--- config.mk ---
export PLATFORM = sky130hd
export DESIGN_NAME = scl_clkgen
export DESIGN_NICKNAME = d
export VERILOG_FILES = /design/src/rtl/scl_gen_pkg.sv /design/src/rtl/scl_line_sync.sv /design/src/rtl/scl_phase_timer.sv /design/src/rtl/scl_clkgen.sv
export SDC_FILE = /design/constraint.sdc
export NUM_CORES = 1
export LEC_CHECK = 0
export ABC_AREA = 1
export CAP_MARGIN = 40
export CORE_MARGIN = 8
export CORE_UTILIZATION = 49
export CTS_BUF_LIST = sky130_fd_sc_hd__clkbuf_4 sky130_fd_sc_hd__clkbuf_8
export DETAILED_ROUTE_END_ITERATION = 10
export GPL_TIMING_DRIVEN = 0
export PLACE_DENSITY = 0.75
export SYNTH_ARGS = -nofsm -noshare
export SYNTH_HDL_FRONTEND = slang
export SYNTH_HIERARCHICAL = 1
export SYNTH_SLANG_ARGS = --single-unit
--- constraint.sdc ---
create_clock -name clk -period 2.7 [get_ports clk]
set_clock_uncertainty 0.15 [all_clocks]
set_input_delay 0.81 -clock clk [delete_from_list [all_inputs] [get_ports clk]]
set_output_delay 0.81 -clock clk [all_outputs]
set_load 0.1 [all_outputs]
--- src/rtl/scl_gen_pkg.sv ---
package scl_gen_pkg;

    typedef enum logic [2:0] {
        PH_IDLE,
        PH_WAIT_LOW,
        PH_LOW_CNT,
        PH_LOW_HOLD,
        PH_WAIT_HIGH,
        PH_HIGH_CNT
    } scl_phase_e;

    typedef struct packed {
        logic level;
        logic fell;
    } line_view_t;

    function automatic logic phase_drives_low(scl_phase_e p);
        return (p == PH_WAIT_LOW) || (p == PH_LOW_CNT) || (p == PH_LOW_HOLD);
    endfunction

    function automatic logic phase_counts(scl_phase_e p);
        return (p == PH_LOW_CNT) || (p == PH_HIGH_CNT);
    endfunction

endpackage

--- src/rtl/scl_line_sync.sv ---
module scl_line_sync
    import scl_gen_pkg::*;
#(
    parameter int STAGES = 2
) (
    input  logic       clk,
    input  logic       rst,
    input  logic       line_raw,
    output line_view_t view
);
    localparam int LAST = STAGES - 1;

    logic [STAGES-1:0] chain_q;
    logic              prev_q;

    genvar g;
    generate
        for (g = 0; g < STAGES; g++) begin : g_stage
            if (g == 0) begin : g_first
                always_ff @(posedge clk) begin
                    if (rst) chain_q[0] <= 1'b1;
                    else     chain_q[0] <= line_raw;
                end
            end else begin : g_next
                always_ff @(posedge clk) begin
                    if (rst) chain_q[g] <= 1'b1;
                    else     chain_q[g] <= chain_q[g-1];
                end
            end
        end
    endgenerate

    always_ff @(posedge clk) begin
        if (rst) prev_q <= 1'b1;
        else     prev_q <= chain_q[LAST];
    end

    always_comb begin
        view.level = chain_q[LAST];
        view.fell  = prev_q & ~chain_q[LAST];
    end
endmodule

--- src/rtl/scl_phase_timer.sv ---
module scl_phase_timer #(
    parameter int PRESC_W = 4,
    parameter int CNT_W   = 8
) (
    input  logic               clk,
    input  logic               rst,
    input  logic               clear,
    input  logic               run,
    input  logic [PRESC_W-1:0] presc,
    input  logic [CNT_W-1:0]   limit,
    output logic               done
);
    logic [PRESC_W-1:0] pre_q;
    logic [CNT_W-1:0]   cnt_q;
    logic               pre_tick;

    assign pre_tick = (pre_q == presc);
    assign done     = run && pre_tick && (cnt_q == limit);

    always_ff @(posedge clk) begin
        if (rst || clear || !run) begin
            pre_q <= '0;
            cnt_q <= '0;
        end else if (pre_tick) begin
            pre_q <= '0;
            cnt_q <= cnt_q + 1'b1;
        end else begin
            pre_q <= pre_q + 1'b1;
        end
    end
endmodule

--- src/rtl/scl_clkgen.sv ---
module scl_clkgen
    import scl_gen_pkg::*;
#(
    parameter int PRESC_W     = 4,
    parameter int PHASE_W     = 8,
    parameter int SYNC_STAGES = 2
) (
    input  logic               clk,
    input  logic               rst,
    input  logic               enable,
    input  logic               scl_in,
    input  logic [PRESC_W-1:0] presc,
    input  logic [PHASE_W-1:0] low_len,
    input  logic [PHASE_W-1:0] high_len,
    input  logic               hold_req,
    output logic               scl_pull
);
    scl_phase_e   state_q, state_n;
    line_view_t   line_v;
    logic         tmr_done;
    logic         tmr_clear;
    logic         tmr_run;
    logic [PHASE_W-1:0] tmr_limit;

    scl_line_sync #(.STAGES(SYNC_STAGES)) u_sync (
        .clk      (clk),
        .rst      (rst),
        .line_raw (scl_in),
        .view     (line_v)
    );

    scl_phase_timer #(.PRESC_W(PRESC_W), .CNT_W(PHASE_W)) u_timer (
        .clk   (clk),
        .rst   (rst),
        .clear (tmr_clear),
        .run   (tmr_run),
        .presc (presc),
        .limit (tmr_limit),
        .done  (tmr_done)
    );

    always_comb begin
        state_n = state_q;
        if (!enable) begin
            state_n = PH_IDLE;
        end else begin
            unique case (state_q)
                PH_IDLE:      state_n = PH_WAIT_LOW;
                PH_WAIT_LOW:  if (!line_v.level) state_n = PH_LOW_CNT;
                PH_LOW_CNT:   if (tmr_done) state_n = hold_req ? PH_LOW_HOLD : PH_WAIT_HIGH;
                PH_LOW_HOLD:  if (!hold_req) state_n = PH_WAIT_HIGH;
                PH_WAIT_HIGH: if (line_v.level) state_n = PH_HIGH_CNT;
                PH_HIGH_CNT: begin
                    if (line_v.fell)   state_n = PH_LOW_CNT;
                    else if (tmr_done) state_n = PH_WAIT_LOW;
                end
                default:      state_n = PH_IDLE;
            endcase
        end
    end

    assign tmr_clear = (state_n != state_q);
    assign tmr_run   = phase_counts(state_q);
    assign tmr_limit = (state_q == PH_LOW_CNT) ? low_len : high_len;

    always_ff @(posedge clk) begin
        if (rst) state_q <= PH_IDLE;
        else     state_q <= state_n;
    end

    assign scl_pull = phase_drives_low(state_q);
endmodule

==> flow_summary.json, run 1 <==
{
  "drtIter0Drc": 95,
  "wl_um": 3870,
  "post-place-ws_ns": -0.883,
  "ys_seq_area_frac": 0.238,
  "power_density_nw_per_um2": 261,
  "crit_required_ns": 2.78,
  "met3_usage": 0.0209,
  "crit_type": "in -> reg",
  "placedInstanceArea_sq_um": 1820,
  "grt_util_met1": 0.180,
  "tritoncts": "built",
  "fmax_mhz": 353,
  "clk_pin_slew_ns": 0.10,
  "fp.dieH_um": 71.6,
  "vias_per_cell": 4.88,
  "critPathLaunchType": "primary input",
  "p_leak_uw": 0.00102,
  "yosys_warnings": 6,
  "wl_per_cell_um": 11.7,
  "cts-root-buf": "clkbuf_4",
  "min_path_type": "reg -> reg",
  "die_area_sq_um": 5130,
  "grt_overflow": 0,
  "synth_top_area_share": 0.238,
  "synth_edf_count": 0,
  "clock_latency_ns": 0.29,
  "synth_commonest_cells": "95 x nand2_1, 34 x nor2_1, 24 x inv_1",
  "ctsLongestPathBuffers": 2,
  "ys_types": 29,
  "critPathMaxStageDelay_ns": 0.23,
  "fin_nets": 325,
  "ys.flop_type": "dfxtp_1",
  "outcome": "finished, violations left",
  "timing.final.crit_share": 1.05,
  "final_cell_area_sq_um": 2080,
  "setup_viol": 13,
  "holdWs_ns": 0.259,
  "yosysMostFrequentCell": "nand2_1",
  "syn-cell-area_sq_um": 1520,
  "slew_headroom": 0.802,
  "initial_core_util": 0.505,
  "synth_cells": 252,
  "worstMarginPinSlew_ns": 0.297,
  "path_max_fanout": 5,
  "drc_errors": 0,
  "antenna_found_initial": 0,
  "layout.cells.non_filler": 330,
  "numCtsBuffers": 3,
  "ctsHoldBuffers": 0,
  "violations": "negative setup slack",
  "area_delta_synth_final_pct": 37.1,
  "rsz0062_at_grt": "yes",
  "use_met2": 0.219,
  "io_pins": 26,
  "min_period_ns": 2.83,
  "cap_violations": 0,
  "cts_max_level": 1,
  "dr.pass1.iters": 4,
  "synth_area_per_cell_sq_um": 6.01,
  "core_area_sq_um": 3000,
  "crit_path_cell_trace": "dlygate4sd2_1, nand2_1, nand2_1, xor2_1, nor3_2, nand2_2, nor2_4, nand2_1, nand3_1, nand3_1, nand2_1, nand2_1, nor2_1, nand2_1, nor2_2, nand2_2, buf_6, a21oi_2",
  "diodes": 0,
  "rows": 20,
  "cts_sinks": 18,
  "die_w_um": 71.6,
  "dp_hpwl_um": 2520,
  "synth_seq_cells": 18,
  "track_usage": 0.139,
  "grt_max_degree": 11,
  "layout-drive-gt1-share": 0.293,
  "grt_pass1_vias": 1364,
  "place.gp.congestion": 0.796,
  "slowest_stage": "dlygate4sd2_1",
  "utilization": 0.692,
  "max-vdd-ir-drop_uv": 278,
  "cp_common_cell": "nand2_1",
  "regToRegSetupSlack_ns": -0.12,
  "ant_nets": 0,
  "syn-num-nets": 279,
  "dp.cells": 311,
  "worstSetupEndpointType": "register",
  "yosys.area.top_type": "dfxtp_1",
  "synth_area_leaders": "dfxtp_1 24%, nand2_1 24%, nor2_1 8.4%",
  "drv_slew": 0,
  "post-route-worst-setup-slack_ns": -0.130,
  "vias": 1612,
  "grt-busiest-layer": "met2",
  "grt_first_pass_wirelength_um": 5900,
  "synth-async-reset-ratio": 0,
  "hold_viol": 0,
  "cp.arrival_ns": 2.91,
  "io_buffers": 25
}
critical path: cells and delay by family:
| kind | cells | cell delay, ns |
|---|---|---|
| buffers and inverters | 2 | 0.39 |
| AND/OR/NAND/NOR | 14 | 1.46 |
| AO/OA/AOI/OAI | 1 | 0.11 |
| XOR/XNOR | 1 | 0.15 |
cells by family (layout without fill, tap and decap cells):
family,Yosys count,after routing,synth area share
AOI/OAI and AO/OA,19,19,0.0685
adders and majority gates,2,2,0.0165
DFF,18,18,0.238
buffers and inverters,39,84,0.121
and+or+nand+nor,169,169,0.527
xor gates and xnor gates,5,5,0.0289
layout make-up:
type / instances / area [sq um]
multi-input cells: 195 / 1070
fillers: 285 / 926
repair buffers: 42 / 384
flip-flops and latches: 18 / 365
inverters: 34 / 144
well taps: 33 / 41.3
plain buffers: 4 / 37.5
clock buffers: 4 / 36.3
registers in the layout, indices dropped and copies added (netlist names):
register / flops
u_sync/chain_q: 1
u_sync/prev_q: 1
u_timer/cnt_q: 8
u_sync/view: 1
u_timer/pre_q: 4
state_q: 3
power breakdown:
part | total, uW | switching (uW) | internal [uW]
clock | 166 | 83.6 | 82.2
sequential | 268 | 1.13 | 267
combinational | 108 | 59.2 | 48.6
total | 542 | 144 | 398
placed cells by master (no fill, tap or decap), drive strengths merged:
| cell | n |
|---|---|
| nand2 | 109 |
| a21oi | 6 |
| dlygate4sd2 | 20 |
| clkbuf | 4 |
| xor2 | 3 |
| ha | 2 |
| dfxtp | 18 |
| clkinv | 1 |
| buf | 21 |
| o22ai | 2 |
| xnor2 | 2 |
| inv | 33 |
| nand3b | 1 |
| nor2 | 42 |
| nand3 | 15 |
| nor3 | 1 |
| o21ai | 10 |
| o21bai | 1 |
| clkdlybuf4s50 | 5 |
| nand4 | 1 |
per-layer routing:
metal | part of all wire | vias to the layer above
met1 | 0.47 | 696
met3 | 0.039 | 11
li1 | - | 860
met5 | 0 | -
met4 | 0.024 | 0
met2 | 0.47 | 45
what timing repair did:
| action | in CTS | in global routing |
|---|---|---|
| resized for setup | 40 | 23 |
| setup endpoints to repair | 12 | 12 |
| buffers inserted | 9 | 7 |
| pin swaps | 33 | 16 |
through the flow:
step | power [uW] | setup TNS [ns]
4_1_cts | 546 | 0
5_1_grt | 569 | -3.21
2_1_floorplan | 334 | 0
3_3_place_gp | 380 | -9.23
6_report | 542 | -1.40
3_5_place_dp | 384 | -9.66
path summary, 6_finish.rpt:
path                                        start               end  cells past startpoint
worst max-delay path                  high_len[4]  u_timer/cnt_q[6]                     18
worst min register to register  u_sync/chain_q[0]    u_sync/view[1]                      2
worst min-delay path            u_sync/chain_q[0]    u_sync/view[1]                      2
worst max register to register         state_q[1]  u_timer/cnt_q[6]                     21
No activity file was read; power rests on OpenSTA's default activity.
==> run 2: changes to the inputs <==
--- a/config.mk
+++ b/config.mk
@@ -10,8 +10,10 @@
 export CORE_MARGIN = 8
 export CORE_UTILIZATION = 49
 export CTS_BUF_LIST = sky130_fd_sc_hd__clkbuf_4 sky130_fd_sc_hd__clkbuf_8
+export CTS_CLUSTER_SIZE = 8
 export DETAILED_ROUTE_END_ITERATION = 10
 export GPL_TIMING_DRIVEN = 0
+export MAX_ROUTING_LAYER = met4
 export PLACE_DENSITY = 0.75
 export SYNTH_ARGS = -nofsm -noshare
 export SYNTH_HDL_FRONTEND = slang
==> run 2 against run 1 <==
  * The run still ends with negative setup slack left
  * Combinational power barely moved
  * Sequential share of layout area did not move
  * Worst setup slack improved by 0.018 ns
  * Count of clock-buffer cells in the layout did not move
  * Largest cell class unchanged
  * Largest power group unchanged
==> flow_summary.json, run 2 (synthesis gave the netlist of run 1 again) <==
{
  "initial_core_util": 0.505,
  "crit_required_ns": 2.79,
  "fin_nets": 325,
  "r2r_start": "state_q[1]",
  "wl_per_cell_um": 11.6,
  "cts-root-buf": "clkbuf_4",
  "diodes": 0,
  "die_w_um": 71.6,
  "wl_um": 3840,
  "crit_path_cell_trace": "dlygate4sd2_1, nand2_1, nand2_1, xor2_1, nor3_2, nand2_2, nor2_4, inv_2, nand2_2, nand3b_1, nand2_1, nand2_1, nand2_1, nand2_1, nor2_1, nand2_1, nor2_2, nand2_2, buf_6, a21oi_2",
  "cp_top_family": "simple AND/OR/NAND/NOR gates",
  "switching_share": 0.267,
  "pwr-share-clk": 0.308,
  "tritoncts": "built",
  "numCtsBuffers": 3,
  "area_delta_synth_final_pct": 37.1,
  "ctsHoldBuffers": 0,
  "core_area_sq_um": 3000,
  "critPathLaunchType": "primary input",
  "grt_first_pass_wirelength_um": 5910,
  "dp_hpwl_um": 2520,
  "seq_power_share": 0.494,
  "fmax_mhz": 356,
  "post-route-worst-setup-slack_ns": -0.112,
  "ctsLongestPathBuffers": 2,
  "place.gp.congestion": 0.807,
  "total_power_uw": 543,
  "critPathMaxStageDelay_ns": 0.23,
  "power_density_nw_per_um2": 261,
  "track_usage": 0.143,
  "cp.arrival_ns": 2.90,
  "reg.largest.list": "u_timer/cnt_q: 8 flops, u_timer/pre_q: 4 flops, state_q: 3 flops",
  "mostFrequentLayoutCells": "87 x nand2_1, 29 x nor2_1, 21 x inv_1",
  "drv_slew": 0,
  "setup_viol": 13,
  "p_leak_uw": 0.00102,
  "grt_max_degree": 11,
  "final_common_cell": "nand2_1",
  "utilization": 0.692,
  "cp_common_cell": "nand2_1",
  "drc_errors": 0,
  "min-delay-start": "u_sync/chain_q[0]",
  "dr.pass1.iters": 4,
  "p_comb_frac": 0.198,
  "grt_pass1_vias": 1366,
  "largest_reg_flops": 8,
  "cap_violations": 0,
  "worstMarginPinSlew_ns": 0.297,
  "violations": "negative setup slack",
  "vias": 1614,
  "io_buffers": 25,
  "min_period_ns": 2.81,
  "timing.final.crit_share": 1.04,
  "vias_per_cell": 4.89,
  "die_area_sq_um": 5130,
  "p_switching_uw": 145,
  "antenna_found_initial": 0,
  "rows": 20,
  "outcome": "finished, violations left",
  "hold_viol": 0,
  "fp.dieH_um": 71.6,
  "rsz0062_at_grt": "yes",
  "clock_latency_ns": 0.29,
  "path_max_fanout": 5,
  "cell_internal_pwr_uw": 398,
  "io_pins": 26,
  "startpoint": "high_len[4]",
  "min_path_type": "reg -> reg",
  "slew_headroom": 0.802,
  "slowest_stage": "dlygate4sd2_1",
  "cts_max_level": 1,
  "timing.critical_path.buf_inv": 3,
  "ant_nets": 0,
  "worstSetupEndpointType": "register",
  "top_register": "u_timer/cnt_q",
  "crit_type": "in -> reg",
  "cts_sinks": 18,
  "grt_overflow": 0,
  "max-vdd-ir-drop_uv": 278,
  "layout-drive-gt1-share": 0.293,
  "drtIter0Drc": 115,
  "clk_pin_slew_ns": 0.10
}
## run 2: cell counts in the layout (fill, tap and decap cells not counted)
Identical to the previous run, type by type.
## run 2: final timing paths
path | endpoint | slack (ns) | cells after the start
max reg2reg | u_timer/cnt_q[6] | -0.10 | 23
min | u_sync/view[1] | 0.26 | 2
max | u_timer/cnt_q[6] | -0.11 | 20
min reg2reg | u_sync/view[1] | 0.26 | 2
## run 2: power groups by stage
| stage | Combinational (uW) | Clock, uW | Sequential, uW |
|---|---|---|---|
| final | 108 | 167 | 268 |
| after global routing | 118 | 183 | 269 |
| after floorplan | 59.2 | 0 | 275 |
| after detailed placement | 109 | 0 | 275 |
| after CTS | 103 | 175 | 268 |
| after global placement | 105 | 0 | 275 |
## run 2: layout make-up
cell class / count / area (sq um)
fillers: 285 / 926
plain buffers: 4 / 37.5
multi-input cells: 195 / 1070
well taps: 33 / 41.3
repair buffers: 42 / 384
clock buffers: 4 / 36.3
inverters: 34 / 144
flip-flops and latches: 18 / 365
## run 2: what timing repair did
action	CTS	global route
setup buffers	9	7
pin swaps	33	16
setup endpoints to repair	12	12
gates resized for setup	40	23
## run 2: worst min-delay path, delay by kind of cell, from the launching register on
family,cells,cell delay [ns]
DFF,1,0.32
and+or+nand+nor,1,0.04
buffers and inverters,1,0.03
## run 2: per-layer routing
metal | wire length (um) | GRT usage | up-vias
li1 | - | - | 860
met2 | 1830 | 0.219 | 39
met1 | 1790 | 0.181 | 707
met4 | 79 | 0.0658 | 0
met3 | 143 | 0.0209 | 8
met5 | 0 | - | -
## run 2: metrics by stage
step	cells	TNS, ns	hold slack, ns	setup slack (ns)	cell area, sq um
global placement	310	-9.23	0.233	-0.859	1810
floorplan	252	0	0.230	0.0152	1520
CTS	323	0	0.262	0.00629	1950
detailed placement	311	-9.66	0.237	-0.883	1820
finish	330	-1.23	0.260	-0.112	2080
global route	330	-3.21	0.307	-0.268	2080
